$ cat src/rtl/fault_trip_timer.sv
module fault_trip_timer #(
  parameter int CW        = 8,
  parameter int DW        = 8,
  parameter int NT        = 9,
  parameter int SAT_TICKS = 14,
  parameter logic [CW-1:0] TIER_MIN [NT] = '{8'd12, 8'd20, 8'd30, 8'd35, 8'd40,
                                            8'd45, 8'd53, 8'd58, 8'd66},
  parameter logic [DW-1:0] TIER_DLY [NT] = '{8'd125, 8'd95, 8'd75, 8'd60, 8'd50,
                                            8'd40, 8'd35, 8'd25, 8'd20}
) (
  input  logic          clk,
  input  logic          rst,
  input  logic          ms_tick,
  input  logic          fine_tick,
  input  logic          sample_valid,
  input  logic [CW-1:0] sample_code,
  input  logic          sat_flag,
  output logic          trip_o
);
  localparam int TW = $clog2(NT + 1);
  localparam int SW = $clog2(SAT_TICKS + 1);

  logic [TW-1:0] cur_tier, tier_nx, samp_tier;
  logic [DW-1:0] remain, remain_nx, new_lim, cur_lim;
  logic [SW-1:0] sat_run, sat_nx;
  logic          fire_delay, fire_sat;

  always_comb begin
    samp_tier = '0;
    new_lim   = '0;
    cur_lim   = '0;
    for (int i = 0; i < NT; i++) begin
      if (sample_code >= TIER_MIN[i]) begin
        samp_tier = TW'(i + 1);
        new_lim   = TIER_DLY[i];
      end
      if (cur_tier == TW'(i + 1)) cur_lim = TIER_DLY[i];
    end
  end

  always_comb begin
    tier_nx   = cur_tier;
    remain_nx = remain;
    if (sample_valid) begin
      if (samp_tier == '0) begin
        tier_nx   = '0;
        remain_nx = '0;
      end else if (samp_tier > cur_tier) begin
        tier_nx = samp_tier;
        if (cur_tier == '0 || new_lim < remain) remain_nx = new_lim;
      end
    end
    fire_delay = ms_tick && (tier_nx != '0) && (remain_nx == DW'(1));
    if (ms_tick && tier_nx != '0 && remain_nx != '0) remain_nx = remain_nx - DW'(1);
  end

  assign fire_sat = sat_flag && fine_tick && (sat_run == SW'(SAT_TICKS));

  always_comb begin
    if (!sat_flag)                                     sat_nx = '0;
    else if (fine_tick && sat_run < SW'(SAT_TICKS))    sat_nx = sat_run + SW'(1);
    else                                               sat_nx = sat_run;
  end

  always_ff @(posedge clk) begin
    if (rst) begin
      cur_tier <= '0;
      remain   <= '0;
      sat_run  <= '0;
      trip_o   <= 1'b0;
    end else begin
      cur_tier <= tier_nx;
      remain   <= remain_nx;
      sat_run  <= sat_nx;
      trip_o   <= trip_o | fire_delay | fire_sat;
    end
  end

  assert_trip_latched_R8: assert property (@(posedge clk) disable iff (rst)
    trip_o |=> trip_o);

  assert_trip_cause_R1: assert property (@(posedge clk) disable iff (rst)
    $rose(trip_o) |-> ($past(ms_tick) || ($past(fine_tick) && $past(sat_flag))));

  assert_remain_within_limit_R3: assert property (@(posedge clk) disable iff (rst)
    (cur_tier != '0) |-> (remain <= cur_lim));

  assert_never_lengthened_R5: assert property (@(posedge clk) disable iff (rst)
    ((cur_tier != '0) && $past(cur_tier != '0)) |-> (remain <= $past(remain)));

  assert_sat_count_bound_R7: assert property (@(posedge clk) disable iff (rst)
    sat_run <= SW'(SAT_TICKS));

  assert_clear_on_low_R6: assert property (@(posedge clk) disable iff (rst)
    (sample_valid && samp_tier == '0) |=> (cur_tier == '0 && remain == '0));
endmodule

$ cat config.mk
export PLATFORM = sky130hd
export DESIGN_NAME = fault_trip_timer
export DESIGN_NICKNAME = d
export VERILOG_FILES = /design/src/rtl/fault_trip_timer.sv
export SDC_FILE = /design/constraint.sdc
export NUM_CORES = 1
export LEC_CHECK = 0
export BUFFER_PORTS_ARGS = -buffer_cell sky130_fd_sc_hd__clkbuf_2
export CAP_MARGIN = 25
export CORE_AREA = 5 5 73 101
export DETAILED_ROUTE_END_ITERATION = 7
export DIE_AREA = 0 0 78 106
export PLACE_DENSITY = 0.44
export SYNTH_ARGS = -nofsm -noshare
export SYNTH_HDL_FRONTEND = slang
export SYNTH_SLANG_ARGS = --single-unit
$ cat constraint.sdc
create_clock -name clk -period 8.1 [get_ports clk]
set_input_delay 1.62 -clock clk [delete_from_list [all_inputs] [get_ports clk]]
set_output_delay 1.62 -clock clk [all_outputs]
set_load 0.05 [all_outputs]
## Yosys cells after proc, flatten, opt, wreduce, memory -nomap -nowiden

Cells that the tools add are included.

| storage, ports and cells | value |
|---|---|
| register bits after elaboration | 17 |
| bits of input ports | 14 |
| output and inout bits | 1 |
| logic and storage cells | 61 |

| cells by class | value |
|---|---|
| add/sub/neg operators | 2 |
| $lt $le $gt $ge | 12 |
| equal/unequal tests | 2 |
| mux-type cells | 26 |
| bitwise operators | 3 |
| reductions and logical operators | 12 |

Operator list:

| kind | count |
|---|---|
| $mux W8 | 13 |
| $mux W4 | 11 |
| $ge A8 B6 Y1 const B | 5 |
| $ge A8 B5 Y1 const B | 2 |
| $eq A8 B1 Y1 const B | 1 |
| $ge A8 B4 Y1 const B | 1 |
| $ge A8 B7 Y1 const B | 1 |
| $logic_not A4 Y1 | 2 |
| $lt A8 B8 Y1 | 1 |
| $reduce_bool A8 Y1 | 1 |
| $sub A8 B1 Y8 const B | 1 |
| $mux W7 | 1 |
| $logic_and A1 B1 Y1 | 6 |
| $add A4 B1 Y4 const B | 1 |
| $eq A4 B4 Y1 const B | 1 |
| $gt A4 B4 Y1 | 1 |
| $lt A4 B4 Y1 const B | 1 |
| $reduce_bool A4 Y1 | 1 |
| $or A1 B1 Y1 | 2 |
| $reduce_or A2 Y1 | 1 |
| $logic_or A1 B1 Y1 | 1 |
| $mux W1 | 1 |
| $not A1 Y1 | 1 |

## Logic depth before layout (Yosys ltp)

Gate-level depths: netlist of run 1.

| logic depth | value |
|---|---|
| depth in word-level cells | 20 |
| mapped depth | 20 |
| depth with buffers taken out | 17 |

## Worst setup path after synthesis of run 1

Ideal clock, no wire load.

| path | value |
|---|---|
| path type | in2reg |
| start | input port sample_code[2] |
| end | register remain[1] |
| setup time | 0.121 ns |
| arrival time | 5.013 ns |
| required time | 7.979 ns |
| slack | 2.966 ns |
| stages | 17 |
| buffers on the path | 3 |
| cell sequence | buf_2 buf_2 a21oi_1 o221a_2 a211oi_1 ha_1 a21oi_1 o22ai_1 nor4b_1 a211oi_2 or2_1 buf_6 a22oi_1 ha_1 o2111a_1 a21oi_2 mux2_2 |

| between the ends | value |
|---|---|
| cells in the longest elaborated chain, start to end | 19 |
| elaborated cells between the ends (all ways) | 44 |
| classes of those cells | add/sub: 1; order compare: 11; mux: 26; reduce/logical: 6 |

RTL lines:

| element | RTL line | source |
|---|---|---|
| start: declaration | 16 | `input logic [CW-1:0] sample_code,` |
| branches (longest 18 deep; another with $ge A8 B4 Y1) | - |  |
| $mux W8 * | 54 | `if (ms_tick && tier_nx != '0 && remain_nx != '0) remain_nx = remain_nx - DW'(1);` |
| end signal: assignment | 73 | `remain <= remain_nx;` |
| end: declaration | 24 | `logic [DW-1:0] remain, remain_nx, new_lim, cur_lim;` |

Mark *: on every way between the ends.
A chain may end at the register's enable or synchronous reset.

## Worst setup path after layout of run 1

Same ends and word-level chain as after synthesis.

==> impl_results.md, run 1 <==
- Status: finished, final reports clean
- Starting Density: 28.5%
- Min-Delay Endpoint: trip_o
- Mapped cell area: 1830 um^2
- Vias in the first global route: 1906
- Number of cell rows: 35
- DRT antenna net count: 0
- # clock sinks: 17
- Drt wl/cell: 16.5 um
- Post-CTS setup buffer count: 0
- Crit path largest cell delay: 0.44 ns
- Crit path max fanout: 17
- Crit-path slowest cell: a211oi_1
- FF-to-FF path depth: 12
- Filler cells: 708
- H-tree depth: 1
- CP cell instances: clkbuf_2 > o21ai_0 > o21ai_0 > a211oi_1 > ha_1 > a21oi_1 > o22ai_1 > nor4b_1 > a211oi_2 > or2_1 > a22oi_1 > ha_1 > o2111a_1 > a21oi_2 > mux2_2
- Overall power: 0.000448 W
- Synth cell types: 65
- CTS buffer count: 3
- VDD IR-drop max: 0.107 mV
- Inst Count DP: 321
- Via Count: 1845
- Final non-filler cell total: 325
- FF-to-FF End: remain[1]
- Drt first-iter violations: 50
- Max Cap Viol: 0
- Core area: 6440 um^2
- Gr ovfl total: 0
- Die Y: 106 um
- Unrepaired setup endpoints after global routing: no
- Most common cell after layout, fill and taps aside: nor2_1
- Syn_nets: 273
- P_leak: 0.794 nW
- Layout cells sized above 1: 16.3%
- Post-synth EDFFs: 0
- Clock Power Share: 14.3%
- Total track usage: 13.3%
- Endpoints failing setup: 0
- # IOs: 15
- Critical Setup Path Class: in2reg
- Post-synthesis sequential area ratio: 18.6%
- Clk_lat worst skew: 0.25 ns
- Setup crit start kind: primary input
- P per Cell Area: 226 nW/um^2
- Worst-margin pin slew: 0.573 ns
- GP Congestion: 0.835
- Port bufs: 14
- Final TNS setup: 0 ns
- Clock root cell: clkbuf_8
- Crit share post-route: 68.6%
- Hold Path Cell Cnt: 2
- Largest net degree at the start of global routing: 18
- Hold-fix buffers, CTS: 0
- Relative slew slack: 61.6%
- Clock tree from TritonCTS: yes
- Area Overhead vs Synth: 7.84%
- Maximum root-to-sink buffer count: 2
- Initial DRT Pass Iterations: 4
- Inserted Diodes: 0
- Worst Hold Launch: trip_o
- Pre-CTS WS: 2.29 ns
- Tmin final: 5.56 ns
- Max-slew violations: 0
- Final HPWL DP: 4420 um
- Avg Cell Area, Syn: 7.52 um^2
- Synth Flop Type: dfxtp_1
- Cell Int Power: 0.000242 W
- Hold Path Class: reg2reg
- Synth async-reset ratio: 0%
- Worst Path Arrival: 5.70 ns
- Synthesis Warnings: 0
- Worst Skew: 0.00207 ns
- # DRC: 0
- Cts repair resizes: 0
- Mapped Cells: 244
- DRT Wirelength: 5350 um
- Area taken by multi-input logic gates: 1360 um^2
- Sw frac: 45.9%
- Critical path required time: 8.24 ns
- Setup slack, reg-to-reg: 4.61 ns
- DIE AREA: 8270 um^2
- Die Wd: 78 um
- #FFs+latches synth: 17
- Final setup margin: 2.54 ns
- Achievable Freq: 0.180 GHz
- Gate power share: 59.5%
- Vias per inst: 5.68
- Initial antenna violation count: 0
- Flop pwr share: 26.2%
- CTS clk-pin slew, worst paths: 0.07 ns
- Reg2reg start: remain[5]
- Switch Pwr: 0.000205 W
- Hold Vio Cnt, Final: 0
- Sequential Area: 340 um^2
- Nets@finish: 281
- Crit end category: flop
- First-pass GRT wire length: 9110 um
- Most frequent cells in the layout: 24 x nor2_1, 21 x nand2_1, 18 x inv_1
[kinds of logic (layout without fill, tap and decap cells)]
logic type / Yosys count / in the layout / share of synthesized area [%]
fa+ha+maj: 15 / 15 / 10.2
buf+inv: 29 / 36 / 7.23
compound gates: 84 / 84 / 33.9
simple gates: 92 / 92 / 26.2
xor+xnor: 1 / 1 / 0.478
flops: 17 / 17 / 18.6
mux: 6 / 6 / 3.41
[state kept, by name (all words and copies together), names as in the netlist]
signal    count
sat_run       4
cur_tier      4
remain        8
trip_o        1
[stage by stage]
stage	hold slack, ns	instance area, um^2	util [%]
final	0.512	1980	30.7
after global routing	0.550	1980	30.7
after CTS	0.522	1980	30.7
after detailed placement	0.510	1930	30.0
after global placement	0.500	1930	30.0
after floorplan	0.481	1830	-
[per-layer routing]
metal	track usage (%)	part of all wire, %	vias up
met5	0	0	-
met4	6.52	3.1	0
met3	1.44	3.2	13
met2	25.1	53	45
met1	14.3	40	865
li1	-	-	922
[synth_stat cells (2+ instances only)]
library cell | n | area share (%)
ha_1 | 15 | 10
o22ai_1 | 3 | 1.0
nand3_1 | 9 | 2.5
or2_2 | 6 | 2.0
buf_2 | 7 | 1.9
o2111ai_1 | 3 | 1.4
a2bb2oi_1 | 2 | 0.96
o21ai_0 | 13 | 3.5
clkbuf_1 | 2 | 0.41
mux2i_1 | 4 | 2.2
and3_1 | 2 | 0.68
a21oi_2 | 2 | 0.96
o221a_2 | 2 | 1.2
dfxtp_1 | 17 | 19
and2_1 | 3 | 1.0
a211oi_1 | 3 | 1.2
a22oi_1 | 7 | 2.9
o211ai_1 | 2 | 0.82
nor3_1 | 4 | 1.1
nor2_1 | 24 | 4.9
mux2_2 | 2 | 1.2
inv_1 | 18 | 3.7
nand2_1 | 21 | 4.3
nor2b_1 | 3 | 1.0
a21oi_1 | 17 | 4.6
a22o_1 | 2 | 0.96
nand4_1 | 3 | 1.0
buf_6 | 2 | 1.2
a221oi_1 | 2 | 0.96
o21a_1 | 5 | 2.0
nand2b_1 | 3 | 1.0
or3_1 | 3 | 1.0
[area by class of cell]
| class | instances | area share [%] |
|---|---|---|
| clock buffers | 3 | 2.09 |
| clock inverters | 1 | 0.253 |
| inverters | 18 | 3.42 |
| multi-input cells | 198 | 68.8 |
| flip-flops and latches | 17 | 17.2 |
| well taps | 74 | 4.68 |
| repair buffers | 14 | 3.54 |
[power by group through the flow]
stage               sequential, W  combinational [W]  clock [W]
finish                   0.000117           0.000266  0.0000639
global route             0.000121           0.000299  0.0000716
CTS                      0.000117           0.000267  0.0000681
detailed placement       0.000119           0.000265          0
global placement         0.000120           0.000268          0
floorplan                0.000116           0.000208          0
[critical path: cells and delay by family]
kind | cells | cell delay, ns
and+or+nand+nor | 2 | 0.79
buffers and inverters | 1 | 0.22
muxes | 1 | 0.29
adders and majority gates | 2 | 0.58
AOI/OAI and AO/OA | 9 | 2.18
[how the worst max path moves through the flow]
stage                   start        end  slack [ns]  depth (start not counted)
4_1_cts        sample_code[2]  remain[4]        2.53                         15
3_3_place_gp   sample_code[2]  remain[4]        2.27                         15
3_5_place_dp   sample_code[2]  remain[4]        2.29                         15
5_1_grt        sample_code[4]  remain[4]        2.17                         15
2_1_floorplan  sample_code[2]  remain[1]        2.97                         17
6_report       sample_code[2]  remain[1]        2.54                         15
No activity file was read; power rests on OpenSTA's default activity.
==> inputs of run 2 (changes only) <==
--- a/config.mk
+++ b/config.mk
@@ -10,7 +10,7 @@
 export CORE_AREA = 5 5 73 101
 export DETAILED_ROUTE_END_ITERATION = 7
 export DIE_AREA = 0 0 78 106
-export PLACE_DENSITY = 0.44
+export PLACE_DENSITY = 0.45
 export SYNTH_ARGS = -nofsm -noshare
 export SYNTH_HDL_FRONTEND = slang
 export SYNTH_SLANG_ARGS = --single-unit
==> constraint.sdc (replaced) <==
create_clock -name clk -period 4.8 [get_ports clk]
set_input_delay 0.96 -clock clk [delete_from_list [all_inputs] [get_ports clk]]
set_output_delay 0.96 -clock clk [all_outputs]
set_load 0.05 [all_outputs]
==> impl_results.md, run 2 (synthesis results as in run 1) <==
- Crit share post-route: 93.1%
- Largest net degree at the start of global routing: 18
- Critical Setup Path Class: in2reg
- Setup slack, reg-to-reg: 1.71 ns
- Initial DRT Pass Iterations: 4
- Area Overhead vs Synth: 14.7%
- Final core utilization: 32.7%
- Endpoints failing setup: 0
- Crit path max fanout: 12
- Largest regs: remain x8, cur_tier x4, sat_run x4
- Clk_lat worst skew: 0.25 ns
- DRT Wirelength: 5410 um
- Post-CTS setup buffer count: 0
- Worst Path Arrival: 4.65 ns
- Layout cells sized above 1: 21.7%
- P per Cell Area: 387 nW/um^2
- Gr ovfl total: 0
- Starting Density: 28.5%
- Vias in the first global route: 1948
- Achievable Freq: 0.224 GHz
- CTS buffer count: 3
- H-tree depth: 1
- Port bufs: 14
- Worst setup endpoint: remain[6]
- Via Count: 1900
- Setup crit start kind: primary input
- # clock sinks: 17
- Hold-fix buffers, CTS: 0
- First-pass GRT wire length: 8960 um
- Drt wl/cell: 15.9 um
- Most frequent cells in the layout: 24 x nor2_1, 21 x nand2_1, 18 x inv_1
- Die Y: 106 um
- Unrepaired setup endpoints after global routing: no
- Core area: 6440 um^2
- Status: finished, final reports clean
- # DRC: 0
- Worst Skew: 0.00104 ns
- Total track usage: 13.1%
- Drt first-iter violations: 62
- Reg2reg start: remain[5]
- Top reg by flops: remain
- Final setup margin: 0.332 ns
- Inserted Diodes: 0
- Clock root cell: clkbuf_8
- GP Congestion: 0.863
- CTS clk-pin slew, worst paths: 0.07 ns
- Die Wd: 78 um
- Number of cell rows: 35
- Relative slew slack: 67.1%
- FF-to-FF path depth: 13
- VDD IR-drop max: 0.174 mV
- Nets@finish: 297
- CP startpoint: sample_code[5]
- Max Cap Viol: 0
- Maximum root-to-sink buffer count: 2
- Most common cell after layout, fill and taps aside: nor2_1
- Hold Vio Cnt, Final: 0
- Final HPWL DP: 4530 um
- FF-to-FF End: remain[6]
- Max-slew violations: 0
- Worst-margin pin slew: 0.493 ns
- Hold WS: 0.510 ns
- Pre-CTS WS: -0.00434 ns
- Crit end category: flop
- Final non-filler cell total: 341
- Critical path required time: 4.98 ns
- Initial antenna violation count: 0
- P_leak: 0.874 nW
- DRT antenna net count: 0
- Vias per inst: 5.57
- Number of flip-flops in the largest register: 8
- # IOs: 15
- Hold Path Class: reg2reg
- Tmin final: 4.47 ns
- Inst Count DP: 337
- Clock tree from TritonCTS: yes
- DIE AREA: 8270 um^2
run 2: per-layer routing:
metal | vias up | part of all wire [%] | global-route usage (%)
li1 | 961 | - | -
met3 | 12 | 2.3 | 1.19
met5 | - | 0 | 0
met2 | 41 | 55 | 25.8
met1 | 886 | 40 | 13.7
met4 | 0 | 2.4 | 5.43
run 2: area by class of cell:
cell class / instances / area [um^2]
Sequential cell: 17 / 340
Clock buffer: 3 / 41.3
Inverter: 18 / 67.6
Timing Repair Buffer: 30 / 190
Clock inverter: 1 / 5.00
Fill cell: 706 / 4330
Tap cell: 74 / 92.6
Multi-Input combinational cell: 198 / 1370
run 2: critical path: stages:
cell      delay (ns)
clkbuf_2        0.21
inv_1           0.19
o221a_2         0.27
a211oi_1        0.39
ha_1            0.33
a21oi_1         0.15
o22ai_1         0.15
nor4b_2         0.35
a21o_2          0.20
and2_1          0.21
a22oi_1         0.16
ha_1            0.25
o2111a_1        0.17
buf_4           0.16
nor4_2          0.29
mux2i_1         0.21
run 2: stage by stage:
step	TNS, ns	power [W]	instance area (um^2)
floorplan	0	0.000548	1830
global placement	-0.0136	0.000710	2050
detailed placement	-0.00434	0.000703	2050
CTS	0	0.000815	2100
global route	0	0.000887	2100
finish	0	0.000815	2100
run 2: how the worst min path moves through the flow:
| stage | endpoint | cells past startpoint | slack [ns] | start |
|---|---|---|---|---|
| 2_1_floorplan | cur_tier[3] | 2 | 0.48 | cur_tier[3] |
| 5_1_grt | trip_o | 2 | 0.54 | trip_o |
| 3_3_place_gp | trip_o | 2 | 0.50 | trip_o |
| 3_5_place_dp | trip_o | 2 | 0.50 | trip_o |
| 6_report | trip_o | 2 | 0.51 | trip_o |
| 4_1_cts | trip_o | 2 | 0.51 | trip_o |
run 2: power breakdown:
group	internal, W	switching (W)
sequential	0.000172	0.0000250
clock	0.0000576	0.0000499
combinational	0.000227	0.000284
run 2: what timing repair did:
action	4_1_cts	5_1_grt
endpoints found under the hold margin	0	0
endpoints found under the setup margin	0	5
gates resized for setup	0	1
==> inputs of run 3 (changes only) <==
--- a/config.mk
+++ b/config.mk
@@ -7,10 +7,10 @@
 export LEC_CHECK = 0
 export BUFFER_PORTS_ARGS = -buffer_cell sky130_fd_sc_hd__clkbuf_2
 export CAP_MARGIN = 25
-export CORE_AREA = 5 5 73 101
+export CORE_AREA = 5 5 67 93
 export DETAILED_ROUTE_END_ITERATION = 7
-export DIE_AREA = 0 0 78 106
-export PLACE_DENSITY = 0.45
+export DIE_AREA = 0 0 72 98
+export PLACE_DENSITY = 0.52
 export SYNTH_ARGS = -nofsm -noshare
 export SYNTH_HDL_FRONTEND = slang
 export SYNTH_SLANG_ARGS = --single-unit
==> constraint.sdc (replaced) <==
create_clock -name clk -period 4.8 [get_ports clk]
set_input_delay 0.72 -clock clk [delete_from_list [all_inputs] [get_ports clk]]
set_output_delay 0.72 -clock clk [all_outputs]
set_load 0.05 [all_outputs]
==> impl_results.md, run 3 (synthesis results as in run 1) <==
- Number of cell rows: 32
- FF-to-FF path depth: 12
- CTS clk-pin slew, worst paths: 0.06 ns
- Final HPWL DP: 4220 um
- Layout cells sized above 1: 19.3%
- Top reg by flops: remain
- Crit share post-route: 92.4%
- Gr ovfl total: 0
- # DRC: 0
- Vias per inst: 5.75
- Buf+Inv Stages, Crit Path: 2
- Most frequent cells in the layout: 24 x nor2_1, 21 x nand2_1, 18 x inv_1
- Core area: 5370 um^2
- Clock tree from TritonCTS: yes
- Unrepaired setup endpoints after global routing: no
- Crit path max fanout: 12
- DIE AREA: 7060 um^2
- Final core utilization: 37.9%
- # clock sinks: 17
- Crit-path slowest cell: nor4b_1
- Worst-margin pin slew: 0.526 ns
- # IOs: 15
- GP Congestion: 0.980
- H-tree depth: 1
- Worst Skew: 0.00151 ns
- Via Count: 1880
- Total track usage: 15.5%
- Number of flip-flops in the largest register: 8
- Worst setup endpoint: remain[1]
- Most common cell after layout, fill and taps aside: nor2_1
- Maximum root-to-sink buffer count: 2
- Initial antenna violation count: 0
- Starting Density: 34.2%
- Nets@finish: 289
- Setup slack, reg-to-reg: 1.46 ns
- CP cell instances: clkbuf_2 > inv_1 > o221a_2 > a211oi_1 > ha_1 > a21oi_1 > o22ai_1 > nor4b_1 > a211oi_2 > or2_1 > a22oi_1 > ha_1 > o2111a_1 > a21oi_2 > mux2_2
- Endpoints failing setup: 0
- Kind of cell adding the most delay to the critical path: compound AO/OA/AOI/OAI gates
- Levels on crit path: 15
- Area Overhead vs Synth: 11.0%
- Die Wd: 72 um
- Tmin final: 4.43 ns
- Critical path required time: 4.95 ns
- Max-slew violations: 0
- Worst Path Arrival: 4.58 ns
- Relative slew slack: 64.5%
- Hold Vio Cnt, Final: 0
- CP startpoint: sample_code[5]
- Drt wl/cell: 15.7 um
- Achievable Freq: 0.226 GHz
- Most used cell along the critical path: ha_1
- P per Cell Area: 383 nW/um^2
- P_leak: 0.832 nW
- Pre-CTS WS: 0.0703 ns
- Status: finished, final reports clean
- Inserted Diodes: 0
- Initial DRT Pass Iterations: 4
- Final TNS setup: 0 ns
- Largest net degree at the start of global routing: 18
- Clk_lat worst skew: 0.25 ns
- Port bufs: 14
- Final setup margin: 0.366 ns
- Crit end category: flop
- VDD IR-drop max: 0.251 mV
- Crit path largest cell delay: 0.42 ns
- Critical Setup Path Class: in2reg
- Max Cap Viol: 0
- DRT antenna net count: 0
- Vias in the first global route: 1897
- CTS buffer count: 3
- FF-to-FF End: remain[1]
- Setup crit start kind: primary input
- Largest regs: remain x8, cur_tier x4, sat_run x4
- First-pass GRT wire length: 8920 um
- Reg2reg start: remain[1]
- Drt first-iter violations: 76
- Hold Path Class: reg2reg
- Clock root cell: clkbuf_8
- Die Y: 98 um
- DRT Wirelength: 5150 um
[run 3: worst min-delay path by stage]
stage	startpoint	end	slack (ns)	cells past startpoint
2_1_floorplan	cur_tier[3]	cur_tier[3]	0.48	2
3_3_place_gp	trip_o	trip_o	0.51	2
3_5_place_dp	trip_o	trip_o	0.51	2
4_1_cts	trip_o	trip_o	0.52	2
5_1_grt	trip_o	trip_o	0.57	2
6_report	trip_o	trip_o	0.52	2
[run 3: timing repair]
action,in CTS,in global routing
gates resized for setup,0,1
setup buffers,0,0
endpoints found under the setup margin,0,2
hold buffers,0,0
endpoints found under the hold margin,0,0
[run 3: cell type report]
type,instances,area (um^2)
tap,68,85.1
fill,600,3330
timing repair buffer,22,130
inverter,18,67.6
sequential,17,340
clock inverter,1,5.00
multi-input combinational,198,1370
clock buffer,3,41.3
[run 3: routing by layer]
metal	track usage [%]	share of wire (%)	vias to the layer above	routed length, um
met4	5.79	2.0	0	104
met2	28.8	53	43	2730
met3	1.65	3.4	9	177
met5	0	0	-	0
li1	-	-	945	-
met1	17.6	41	883	2140
[run 3: per-stage QoR]
stage / instance area (um^2) / instances / total power [W] / hold slack (ns)
after floorplan: 1830 / 244 / 0.000548 / 0.481
after global placement: 1980 / 323 / 0.000670 / 0.507
after detailed placement: 1980 / 323 / 0.000665 / 0.509
after CTS: 2030 / 327 / 0.000775 / 0.520
after global routing: 2040 / 327 / 0.000850 / 0.566
final: 2040 / 327 / 0.000779 / 0.519
[run 3: where the power goes]
part | leakage [nW] | switching [W] | internal, W
clock network | 0.0255 | 0.0000499 | 0.0000577
logic | 0.668 | 0.000272 | 0.000197
registers | 0.139 | 0.0000299 | 0.000172
[run 3: worst reg2reg max path, stage by stage (launching register included)]
cell and delay [ns]:
dfxtp_1 0.37, inv_1 0.06, ha_1 0.30, nor2b_1 0.13
o21ai_0 0.15, nor4b_1 0.41, a211oi_2 0.19, or2_1 0.34
a22oi_1 0.32, ha_1 0.25, o2111a_1 0.33, a21oi_2 0.11
mux2_2 0.28
